===== config.mk =====
export PLATFORM = sky130hd
export DESIGN_NAME = lnb_ctrl_i2c
export DESIGN_NICKNAME = d
export VERILOG_FILES = /design/src/rtl/lnbi2c_pkg.sv /design/src/rtl/lnb_bus_sync.sv /design/src/rtl/lnb_link_fsm.sv /design/src/rtl/lnb_sysreg.sv /design/src/rtl/lnb_ctrl_i2c.sv
export SDC_FILE = /design/constraint.sdc
export NUM_CORES = 1
export LEC_CHECK = 0
export BUFFER_PORTS_ARGS = -buffer_cell sky130_fd_sc_hd__buf_2
export CAP_MARGIN = 20
export CORE_MARGIN = 2
export CORE_UTILIZATION = 45
export DETAILED_ROUTE_END_ITERATION = 16
export HOLD_SLACK_MARGIN = 0.06
export MAX_ROUTING_LAYER = met4
export PLACE_DENSITY = 0.63
export SETUP_SLACK_MARGIN = 0.05
export SLEW_MARGIN = 15
export SYNTH_ARGS = -nofsm -noshare
export SYNTH_HDL_FRONTEND = slang
export SYNTH_SLANG_ARGS = --single-unit
export TNS_END_PERCENT = 5

===== constraint.sdc =====
create_clock -name clk -period 5 [get_ports clk]
set_clock_uncertainty 0.15 [all_clocks]
set_input_delay 0.5 -clock clk [delete_from_list [all_inputs] [get_ports clk]]
set_output_delay 0.5 -clock clk [all_outputs]
set_load 0.02 [all_outputs]

===== src/rtl/lnbi2c_pkg.sv =====
package lnbi2c_pkg;
  localparam int BYTE_W  = 8;
  localparam int CH1_W   = 6;
  localparam int CH2_W   = 5;
  localparam int SEL_BIT = BYTE_W - 1;
  localparam int CNT_W   = $clog2(BYTE_W + 1);

  typedef enum logic [2:0] {
    ST_IDLE,
    ST_ADDR,
    ST_AACK,
    ST_WDATA,
    ST_WACK,
    ST_RDATA,
    ST_RACK
  } link_st_e;
endpackage


===== src/rtl/lnb_bus_sync.sv =====
module lnb_bus_sync #(
  parameter int STAGES = 2
) (
  input  logic clk,
  input  logic rst_n,
  input  logic scl_i,
  input  logic sda_i,
  output logic scl_s,
  output logic sda_s,
  output logic scl_rise,
  output logic scl_fall,
  output logic start_det,
  output logic stop_det
);
  logic [STAGES-1:0] scl_sr, sda_sr;
  logic              scl_p, sda_p;

  always_ff @(posedge clk or negedge rst_n) begin
    if (!rst_n) begin
      scl_sr <= '1;
      sda_sr <= '1;
      scl_p  <= 1'b1;
      sda_p  <= 1'b1;
    end else begin
      scl_sr <= {scl_sr[STAGES-2:0], scl_i};
      sda_sr <= {sda_sr[STAGES-2:0], sda_i};
      scl_p  <= scl_sr[STAGES-1];
      sda_p  <= sda_sr[STAGES-1];
    end
  end

  assign scl_s     = scl_sr[STAGES-1];
  assign sda_s     = sda_sr[STAGES-1];
  assign scl_rise  = scl_s & ~scl_p;
  assign scl_fall  = ~scl_s & scl_p;
  assign start_det = scl_s & scl_p & sda_p & ~sda_s;
  assign stop_det  = scl_s & scl_p & ~sda_p & sda_s;
endmodule


===== src/rtl/lnb_link_fsm.sv =====
module lnb_link_fsm
  import lnbi2c_pkg::*;
#(
  parameter logic [5:0] ADDR_HI = 6'b000100
) (
  input  logic              clk,
  input  logic              rst_n,
  input  logic              pwr_good,
  input  logic              addr_sel,
  input  logic              scl_s,
  input  logic              sda_s,
  input  logic              scl_rise,
  input  logic              scl_fall,
  input  logic              start_det,
  input  logic              stop_det,
  input  logic [BYTE_W-1:0] rd_byte,
  output logic              rd_sel,
  output logic              wr_stb,
  output logic [BYTE_W-1:1] wr_data,
  output logic              sda_oe
);
  link_st_e          st, st_d;
  logic [CNT_W-1:0]  cnt, cnt_d;
  logic [BYTE_W-1:0] sh, sh_d;
  logic              oe_d, rsel_d, rd, rd_d, wstb_d, mack, mack_d;
  logic              full;

  assign full = (cnt == CNT_W'(BYTE_W));

  always_comb begin
    st_d   = st;
    cnt_d  = cnt;
    sh_d   = sh;
    oe_d   = sda_oe;
    rsel_d = rd_sel;
    rd_d   = rd;
    wstb_d = 1'b0;
    mack_d = mack;
    if (!pwr_good) begin
      st_d = ST_IDLE;
      oe_d = 1'b0;
    end else if (start_det) begin
      st_d   = ST_ADDR;
      cnt_d  = '0;
      oe_d   = 1'b0;
      rsel_d = 1'b0;
    end else if (stop_det) begin
      st_d = ST_IDLE;
      oe_d = 1'b0;
    end else begin
      unique case (st)
        ST_ADDR, ST_WDATA: begin
          if (scl_rise && !full) begin
            sh_d  = {sh[BYTE_W-2:0], sda_s};
            cnt_d = cnt + 1'b1;
          end else if (scl_fall && full) begin
            if (st == ST_WDATA) begin
              st_d   = ST_WACK;
              oe_d   = 1'b1;
              wstb_d = 1'b1;
            end else if (sh[BYTE_W-1:1] == {ADDR_HI, addr_sel}) begin
              st_d = ST_AACK;
              oe_d = 1'b1;
              rd_d = sh[0];
            end else begin
              st_d = ST_IDLE;
            end
          end
        end
        ST_AACK, ST_WACK: begin
          if (scl_fall) begin
            cnt_d = '0;
            if (st == ST_AACK && rd) begin
              sh_d   = rd_byte;
              oe_d   = ~rd_byte[BYTE_W-1];
              rsel_d = ~rd_sel;
              st_d   = ST_RDATA;
            end else begin
              oe_d = 1'b0;
              st_d = ST_WDATA;
            end
          end
        end
        ST_RDATA: begin
          if (scl_rise) begin
            cnt_d = cnt + 1'b1;
          end else if (scl_fall) begin
            if (full) begin
              oe_d = 1'b0;
              st_d = ST_RACK;
            end else begin
              sh_d = {sh[BYTE_W-2:0], 1'b0};
              oe_d = ~sh[BYTE_W-2];
            end
          end
        end
        ST_RACK: begin
          if (scl_rise) begin
            mack_d = ~sda_s;
          end else if (scl_fall) begin
            cnt_d = '0;
            if (mack) begin
              sh_d   = rd_byte;
              oe_d   = ~rd_byte[BYTE_W-1];
              rsel_d = ~rd_sel;
              st_d   = ST_RDATA;
            end else begin
              st_d = ST_IDLE;
            end
          end
        end
        default: ;
      endcase
    end
  end

  always_ff @(posedge clk or negedge rst_n) begin
    if (!rst_n) begin
      st     <= ST_IDLE;
      cnt    <= '0;
      sh     <= '0;
      sda_oe <= 1'b0;
      rd_sel <= 1'b0;
      rd     <= 1'b0;
      wr_stb <= 1'b0;
      mack   <= 1'b0;
    end else begin
      st     <= st_d;
      cnt    <= cnt_d;
      sh     <= sh_d;
      sda_oe <= oe_d;
      rd_sel <= rsel_d;
      rd     <= rd_d;
      wr_stb <= wstb_d;
      mack   <= mack_d;
    end
  end

  assign wr_data = sh[BYTE_W-1:1];

  AST_OE_MOVES_SCL_LOW: assert property (@(posedge clk) disable iff (!rst_n)
    (!$stable(sda_oe) && $past(pwr_good)) |-> !scl_s);
  AST_NO_OE_UNPOWERED: assert property (@(posedge clk) disable iff (!rst_n)
    !pwr_good |=> !sda_oe);
endmodule


===== src/rtl/lnb_sysreg.sv =====
module lnb_sysreg
  import lnbi2c_pkg::*;
(
  input  logic              clk,
  input  logic              rst_n,
  input  logic              pwr_good,
  input  logic              otf,
  input  logic              olf1,
  input  logic              olf2,
  input  logic              wr_stb,
  input  logic [BYTE_W-1:1] wr_data,
  input  logic              rd_sel,
  output logic [CH1_W-1:0]  ctrl1,
  output logic [CH2_W-1:0]  ctrl2,
  output logic [BYTE_W-1:0] rd_byte
);
  logic [CH1_W-1:0] w1_d;
  logic [CH2_W-1:0] w2_d;
  logic             otf_q, otf_rise;

  assign otf_rise = otf & ~otf_q;

  always_comb begin
    w1_d = ctrl1;
    w2_d = ctrl2;
    if (!pwr_good || otf_rise) begin
      w1_d = '0;
      w2_d = '0;
    end else if (wr_stb) begin
      if (wr_data[SEL_BIT]) w2_d = wr_data[CH2_W:1];
      else                  w1_d = wr_data[CH1_W:1];
    end
  end

  always_ff @(posedge clk or negedge rst_n) begin
    if (!rst_n) begin
      ctrl1 <= '0;
      ctrl2 <= '0;
      otf_q <= 1'b0;
    end else begin
      ctrl1 <= w1_d;
      ctrl2 <= w2_d;
      otf_q <= otf;
    end
  end

  assign rd_byte = rd_sel ? {1'b1, olf2, ctrl2, otf} : {1'b0, ctrl1, olf1};

  AST_PWR_HOLD_ZERO: assert property (@(posedge clk) disable iff (!rst_n)
    !pwr_good |=> (ctrl1 == '0 && ctrl2 == '0));
  AST_OTF_CLEAR: assert property (@(posedge clk) disable iff (!rst_n)
    $rose(otf) |=> (ctrl1 == '0 && ctrl2 == '0));
  AST_SEL_SPARES_OTHER: assert property (@(posedge clk) disable iff (!rst_n)
    (wr_stb && pwr_good && !otf_rise && !wr_data[SEL_BIT]) |=> $stable(ctrl2));
endmodule


===== src/rtl/lnb_ctrl_i2c.sv =====
module lnb_ctrl_i2c
  import lnbi2c_pkg::*;
#(
  parameter int         SYNC_STAGES = 2,
  parameter logic [5:0] ADDR_HI     = 6'b000100
) (
  input  logic       clk,
  input  logic       rst_n,
  input  logic       scl_i,
  input  logic       sda_i,
  output logic       sda_oe,
  input  logic       addr_sel,
  input  logic       pwr_good,
  input  logic       olf1,
  input  logic       olf2,
  input  logic       otf,
  output logic       dyn_limit,
  output logic [1:0] ilim_hi,
  output logic [1:0] tone_on,
  output logic [1:0] cable_comp,
  output logic [1:0] hi_volt,
  output logic [1:0] chan_en
);
  logic              scl_s, sda_s, scl_rise, scl_fall, start_det, stop_det;
  logic              rd_sel, wr_stb;
  logic [BYTE_W-1:1] wr_data;
  logic [BYTE_W-1:0] rd_byte;
  logic [CH1_W-1:0]  ctrl1;
  logic [CH2_W-1:0]  ctrl2;

  lnb_bus_sync #(.STAGES(SYNC_STAGES)) u_sync (
    .clk(clk), .rst_n(rst_n), .scl_i(scl_i), .sda_i(sda_i),
    .scl_s(scl_s), .sda_s(sda_s), .scl_rise(scl_rise), .scl_fall(scl_fall),
    .start_det(start_det), .stop_det(stop_det)
  );

  lnb_link_fsm #(.ADDR_HI(ADDR_HI)) u_link (
    .clk(clk), .rst_n(rst_n), .pwr_good(pwr_good), .addr_sel(addr_sel),
    .scl_s(scl_s), .sda_s(sda_s), .scl_rise(scl_rise), .scl_fall(scl_fall),
    .start_det(start_det), .stop_det(stop_det), .rd_byte(rd_byte),
    .rd_sel(rd_sel), .wr_stb(wr_stb), .wr_data(wr_data), .sda_oe(sda_oe)
  );

  lnb_sysreg u_regs (
    .clk(clk), .rst_n(rst_n), .pwr_good(pwr_good), .otf(otf),
    .olf1(olf1), .olf2(olf2), .wr_stb(wr_stb), .wr_data(wr_data),
    .rd_sel(rd_sel), .ctrl1(ctrl1), .ctrl2(ctrl2), .rd_byte(rd_byte)
  );

  assign dyn_limit  = ctrl1[5];
  assign ilim_hi    = {ctrl2[4], ctrl1[4]};
  assign tone_on    = {ctrl2[3], ctrl1[3]};
  assign cable_comp = {ctrl2[2], ctrl1[2]};
  assign hi_volt    = {ctrl2[1], ctrl1[1]};
  assign chan_en    = {ctrl2[0], ctrl1[0]};
endmodule


# Word level (Yosys, flattened, before mapping)
# Index checks and enable logic that the tools add are counted.
[word_totals] register_bits=38 inputBits=9 wordCells=166 output_inout_bits=12
[op_classes] bitwise=20 reduce_logical=22 n_addsub=1 mux=71 eq_ne=37
[op_table] op="two-way mux 8 bit" count=10
[op_table] op="two-way mux 3 bit" count=14
[op_table] op="case mux 8 bit (4 select lines)" count=1
[op_table] op="inequality test 5 x 4 -> 1 bit (second input constant)" count=6
[op_table] op="two-way mux 1 bit" count=29
[op_table] op="two-way mux 4 bit" count=6
[op_table] op="two-way mux 6 bit" count=3
[op_table] op="inequality test 3 x 2 -> 1 bit (second input constant)" count=6
[op_table] op="case mux 4 bit (4 select lines)" count=1
[op_table] op="AND reduction 8 bit" count=2
[op_table] op="two-way mux 5 bit" count=3
[op_table] op="inequality test 5 bit (second input constant)" count=3
[op_table] op="inequality test 2 x 1 -> 1 bit (second input constant)" count=7
[op_table] op="AND reduction 13 bit" count=1
[op_table] op="NOT 1 bit" count=12
[op_table] op="case mux 3 bit (4 select lines)" count=1
[op_table] op="AND reduction 10 bit" count=1
[op_table] op="equality test 3 bit (second input constant)" count=3
[op_table] op="AND reduction 9 bit" count=1
[op_table] op="bitwise AND 1 bit" count=8
[op_table] op="inequality test 2 bit (second input constant)" count=4
[op_table] op="equality test 7 x 4 -> 1 bit" count=1
[op_table] op="inequality test 7 x 1 -> 1 bit (second input constant)" count=1
[op_table] op="equality test 3 x 2 -> 1 bit (second input constant)" count=2
[op_table] op="19 further kinds" count=25

# Longest topological paths before layout
[depth] word_depth=9 ltp_mapped=7

# By module
# From an unflattened synthesis, not the netlist that was laid out.
[hier_totals] cells_unflattened=209 area_unflattened_um2=2229.6
[by_module_without_submodules] module="lnb_link_fsm" seq_area_each_um2=500.5 n_inst=1 area_per_inst_um2=1465.2 cells_per_inst=145
[by_module_without_submodules] module="lnb_sysreg" seq_area_each_um2=300.3 n_inst=1 area_per_inst_um2=574.3 cells_per_inst=54
[by_module_without_submodules] module="lnb_bus_sync" seq_area_each_um2=157.7 n_inst=1 area_per_inst_um2=190.2 cells_per_inst=10

# Least setup slack after synthesis
# OpenSTA, ideal clock, no wires.
[synth_path] path_type="register to register" startpoint="register u_link.sh[3]" endpoint="register u_link.rd" arrival_ps=1751 synth_period_minus_slack_ps=2025 stages_incl_launch_ff=6 path_slack_ps=2975 path_cell_list="dfrtp_1 -> or4_4 -> nor4b_4 -> o21ai_2 -> nor2_1 -> mux2_2"
[synth_between] elab_chain_cells=2
[synth_rtl] item="from (decl)" line="lnb_link_fsm.sv:24" rtl="logic [BYTE_W-1:0] sh, sh_d;"
[synth_rtl] item="from (signal assigned)" line="lnb_link_fsm.sv:121" rtl="sh <= '0;"
[synth_rtl] item="from (signal assigned)" line="lnb_link_fsm.sv:130" rtl="sh <= sh_d;"
[synth_rtl] item="equality test 7 x 4 -> 1 bit" line="lnb_link_fsm.sv:61" rtl="end else if (sh[BYTE_W-1:1] == {ADDR_HI, addr_sel}) begin"
[synth_rtl] item="AND reduction 8 bit (no source line)"
[synth_rtl] item="to (signal assigned)" line="lnb_link_fsm.sv:133" rtl="rd <= rd_d;"
[synth_rtl] item="to (decl)" line="lnb_link_fsm.sv:25" rtl="logic oe_d, rsel_d, rd, rd_d, wstb_d, mack, mack_d;"
# Every way passes these cells.
# A chain may end at the register's enable or synchronous reset.

# Worst setup path after layout
[layout_path] startpoint="register u_link.st[2]" endpoint="register u_link.cnt[3]"
[layout_between] elab_chain_cells=5
[layout_rtl] item="from (decl)" line="lnb_link_fsm.sv:22" rtl="link_st_e st, st_d;"
[layout_rtl] item="from (signal assigned)" line="lnb_link_fsm.sv:128" rtl="st <= st_d;"
[layout_rtl] item="equality test 3 bit, or another cell as far along" line="lnb_link_fsm.sv:51" rtl="unique case (st)"
[layout_rtl] item="OR reduction 2 bit" line="lnb_link_fsm.sv:51"
[layout_rtl] item="case mux 4 bit (4 select lines)" line="lnb_link_fsm.sv:51"
[layout_rtl] item="two-way mux 4 bit" line="lnb_link_fsm.sv:47" rtl="end else if (stop_det) begin"
[layout_rtl] item="two-way mux 4 bit" line="lnb_link_fsm.sv:42" rtl="end else if (start_det) begin"
[layout_rtl] item="to (signal assigned)" line="lnb_link_fsm.sv:129" rtl="cnt <= cnt_d;"
[layout_rtl] item="to (decl)" line="lnb_link_fsm.sv:23" rtl="logic [CNT_W-1:0] cnt, cnt_d;"
# Parallel ways exist; a longest one is shown, timed or not. The select of a mux whose other input is x is not followed.

==> summary.md <==
| Metric | Value |
|---|---|
| Area grow syn2layout | 10.3% |
| Total negative slack | 0 ps |
| Most frequent cells in the layout | dfrtp_1 (32), nand2_1 (22), nor2_1 (21) |
| Worst path max stage delay | 770 ps |
| CP Capture Type | flip-flop |
| Status | complete, no violations |
| Crit path cell chain | nor2_1 -> a2111oi_0 -> or4_1 -> nor3_1 -> a211o_1 |
| Worst path bufs/invs | 0 |
| Syn Inst Count | 219 |
| Die Wd | 72.9 um |
| Pint | 0.482 mW |
| Starting density of the core | 45.8% |
| CTS max path bufs | 2 |
| FP Rows | 25 |
| TritonCTS Buffers | 5 |
| Switching part of the total | 21.5% |
| Share of the yosys chip area belonging to registers | 44.9% |
| FF+latch count, synth | 38 |
| Overall power | 0.614 mW |
| Critical Path Sink | u_link.cnt[3] |
| Period Utilization, post-route | 50.9% |
| Fraction of registers with async set/reset | 100% |
| Clock transition at the registers of the reported paths | 80 ps |
| Commonest non-fill, non-tap cell in the layout | dfrtp_1 |
| Share of cells above drive strength 1 | 21.2% |
| Initial antenna violation count | 0 |
| CP Depth | 5 |
| Leak | 1.04 nW |
| CTS tree | done |
| Crit path launch | u_link.st[2] |
| Worst Path Required | 5020 ps |
| FMAX | 0.393 GHz |
| Prevailing post-synth register cell | dfrtp_1 |
| Pwr dens | 261 nW/um^2 |
| Max Cap Viol | 0 |
| Post-Route WL | 4.64 mm |
| Setup CP Type | reg -> reg |
| Gates resized, CTS repair | 0 |
| Crit path max-delay family | compound AO/OA/AOI/OAI gates |
| Worst hold slack | 157 ps |
| Final setup violation count | 0 |
| Vias in the first global route | 1563 |
| DP HPWL | 3.21 mm |
| Clock share of power | 43.4% |
| Root buf cell | clkbuf_8 |
| Psw | 0.132 mW |
| Worst path slowest cell | dfrtp_1 |
| Aggregate global routing overflow | 0 |
| WL/cell | 16.0 um |
| Avg Inst Size Synth | 9.75 sq um |
| Hold crit path type | in -> async |
| Die area | 5310 sq um |
| Seq pwr share | 51.8% |
| Fin util | 50.6% |
| Unique masters post-synth | 47 |
| Reg2reg setup slack | 2450 ps |
| Slew HR | 44.2% |
| Drt pass-1 iters | 4 |
| Port Buf Inserts | 20 |
| Remaining antenna violation count | 0 |
| # diodes | 0 |
| Clk sink count | 38 |
| Pin count of the biggest net entering global routing | 39 |
| Vias per cell | 5.79 |
| Final number of hold-violating endpoints | 0 |
| Post-synth EDFFs | 0 |
| Final Critical Period | 2550 ps |
| Synth Net Count | 230 |
| Post-synth top area share | 37.5% |
| Core box area | 4660 sq um |
| Max-slew violations | 0 |
| Worst-margin pin slew | 837 ps |
| First-pass GRT wire length | 7.86 mm |
| Drc violations | 0 |
| Power share of the combinational group | 4.8% |
| Layout net count | 247 |
| Cells on worst reg2reg path | 5 |
| Critical R2R Launch | u_link.st[2] |
| All-layer global routing usage | 19.9% |
| Die span in y | 72.9 um |
| Crit start category | flip-flop |
| Critical path arrival | 2570 ps |
| FF-to-FF End | u_link.cnt[3] |
| Via count | 1680 |
| Top cells by area, synth | dfrtp_1 (37%), dfstp_2 (7.4%), mux2i_1 (6.6%) |
| Synth Cell Area | 2140 sq um |
| YS warnings | 0 |
| Post-CTS setup buffers | 0 |
| Hold-fix buffers, CTS | 0 |
| Worst vdd ir | 0.152 mV |
| DRT iter0 DRCs | 143 |
| Crit-path max FO | 24 |
| CTS H-Tree Depth | 2 |
| Gp weighted congestion | 0.888 |
| I/O pin count | 21 |
| RSZ-0062 raised after global routing | false |
| Synth area leader | dfrtp_1 |
| Clock Latency Late Sink | 290 ps |
[logic make-up after synthesis]
| group | synth area share [%] |
|---|---|
| AO/OA/AOI/OAI | 17.9 |
| XOR/XNOR | 1.23 |
| adder cells (fa/ha/maj) | 1.17 |
| buffers and inverters | 4.22 |
| flip-flops | 44.9 |
| multiplexers | 11.3 |
| AND/OR/NAND/NOR | 19.3 |
[layout make-up]
type / instances / area (sq um)
multi-input cells: 164 / 1090
fillers: 428 / 2300
flip-flops and latches: 38 / 958
well taps: 54 / 67.6
repair buffers: 21 / 108
clock inverters: 1 / 30.0
inverters: 6 / 22.5
clock buffers: 6 / 82.6
[registers in the layout, indices dropped and copies added, names as in the netlist, 2 cells and up]
signal	cells
u_link.sh	8
u_regs.ctrl1	6
u_regs.ctrl2	5
u_link.cnt	4
u_link.st	3
u_sync.scl_sr	2
u_sync.sda_sr	2
[worst min-delay path by stage]
stage,end
after floorplan,u_link.cnt[0]
after global placement,u_sync.scl_sr[1]
after detailed placement,u_sync.sda_sr[1]
after CTS,u_sync.scl_sr[0]
after global routing,u_sync.sda_sr[0]
final,u_link.rd
[Yosys cell counts (2+ instances only)]
library cell	number
nand2b_1	6
a21oi_1	17
a31oi_1	3
dfrtp_1	32
buf_4	3
mux2_2	9
nor3b_1	3
a2bb2oi_1	2
clkbuf_1	6
ha_1	2
xor2_1	2
nor2b_1	5
and2b_1	2
o21a_1	2
dfstp_2	6
nand3_1	7
nand2_1	22
nor3_1	4
mux2i_1	14
nor2_1	21
buf_6	2
a221o_1	2
nand4_1	2
a32o_1	2
o21ai_0	13
o22ai_1	2
inv_1	5
nand3b_1	2
o31ai_1	3
[metal layers]
metal  track usage (%)  share of wire [%]
met1              28.2                 49
met3              4.42                5.0
met5                 -                  0
met2              28.6                 45
met4              6.17                1.6
[metrics by stage]
stage          setup slack, ps  instance area [sq um]  instances
6_report                  2450                   2360        290
4_1_cts                   2530                   2360        290
2_1_floorplan             2970                   2140        219
5_1_grt                   2300                   2360        290
3_5_place_dp              2560                   2240        283
3_3_place_gp              2540                   2240        283
[power groups by stage]
stage	Clock, mW	Sequential [mW]	Combinational, mW
after floorplan	0	0.322	0.0160
after global placement	0	0.324	0.0304
after detailed placement	0	0.324	0.0299
after CTS	0.273	0.318	0.0301
after global routing	0.287	0.319	0.0336
final	0.267	0.318	0.0295
Note: power is estimated with default switching activity, not from simulation.
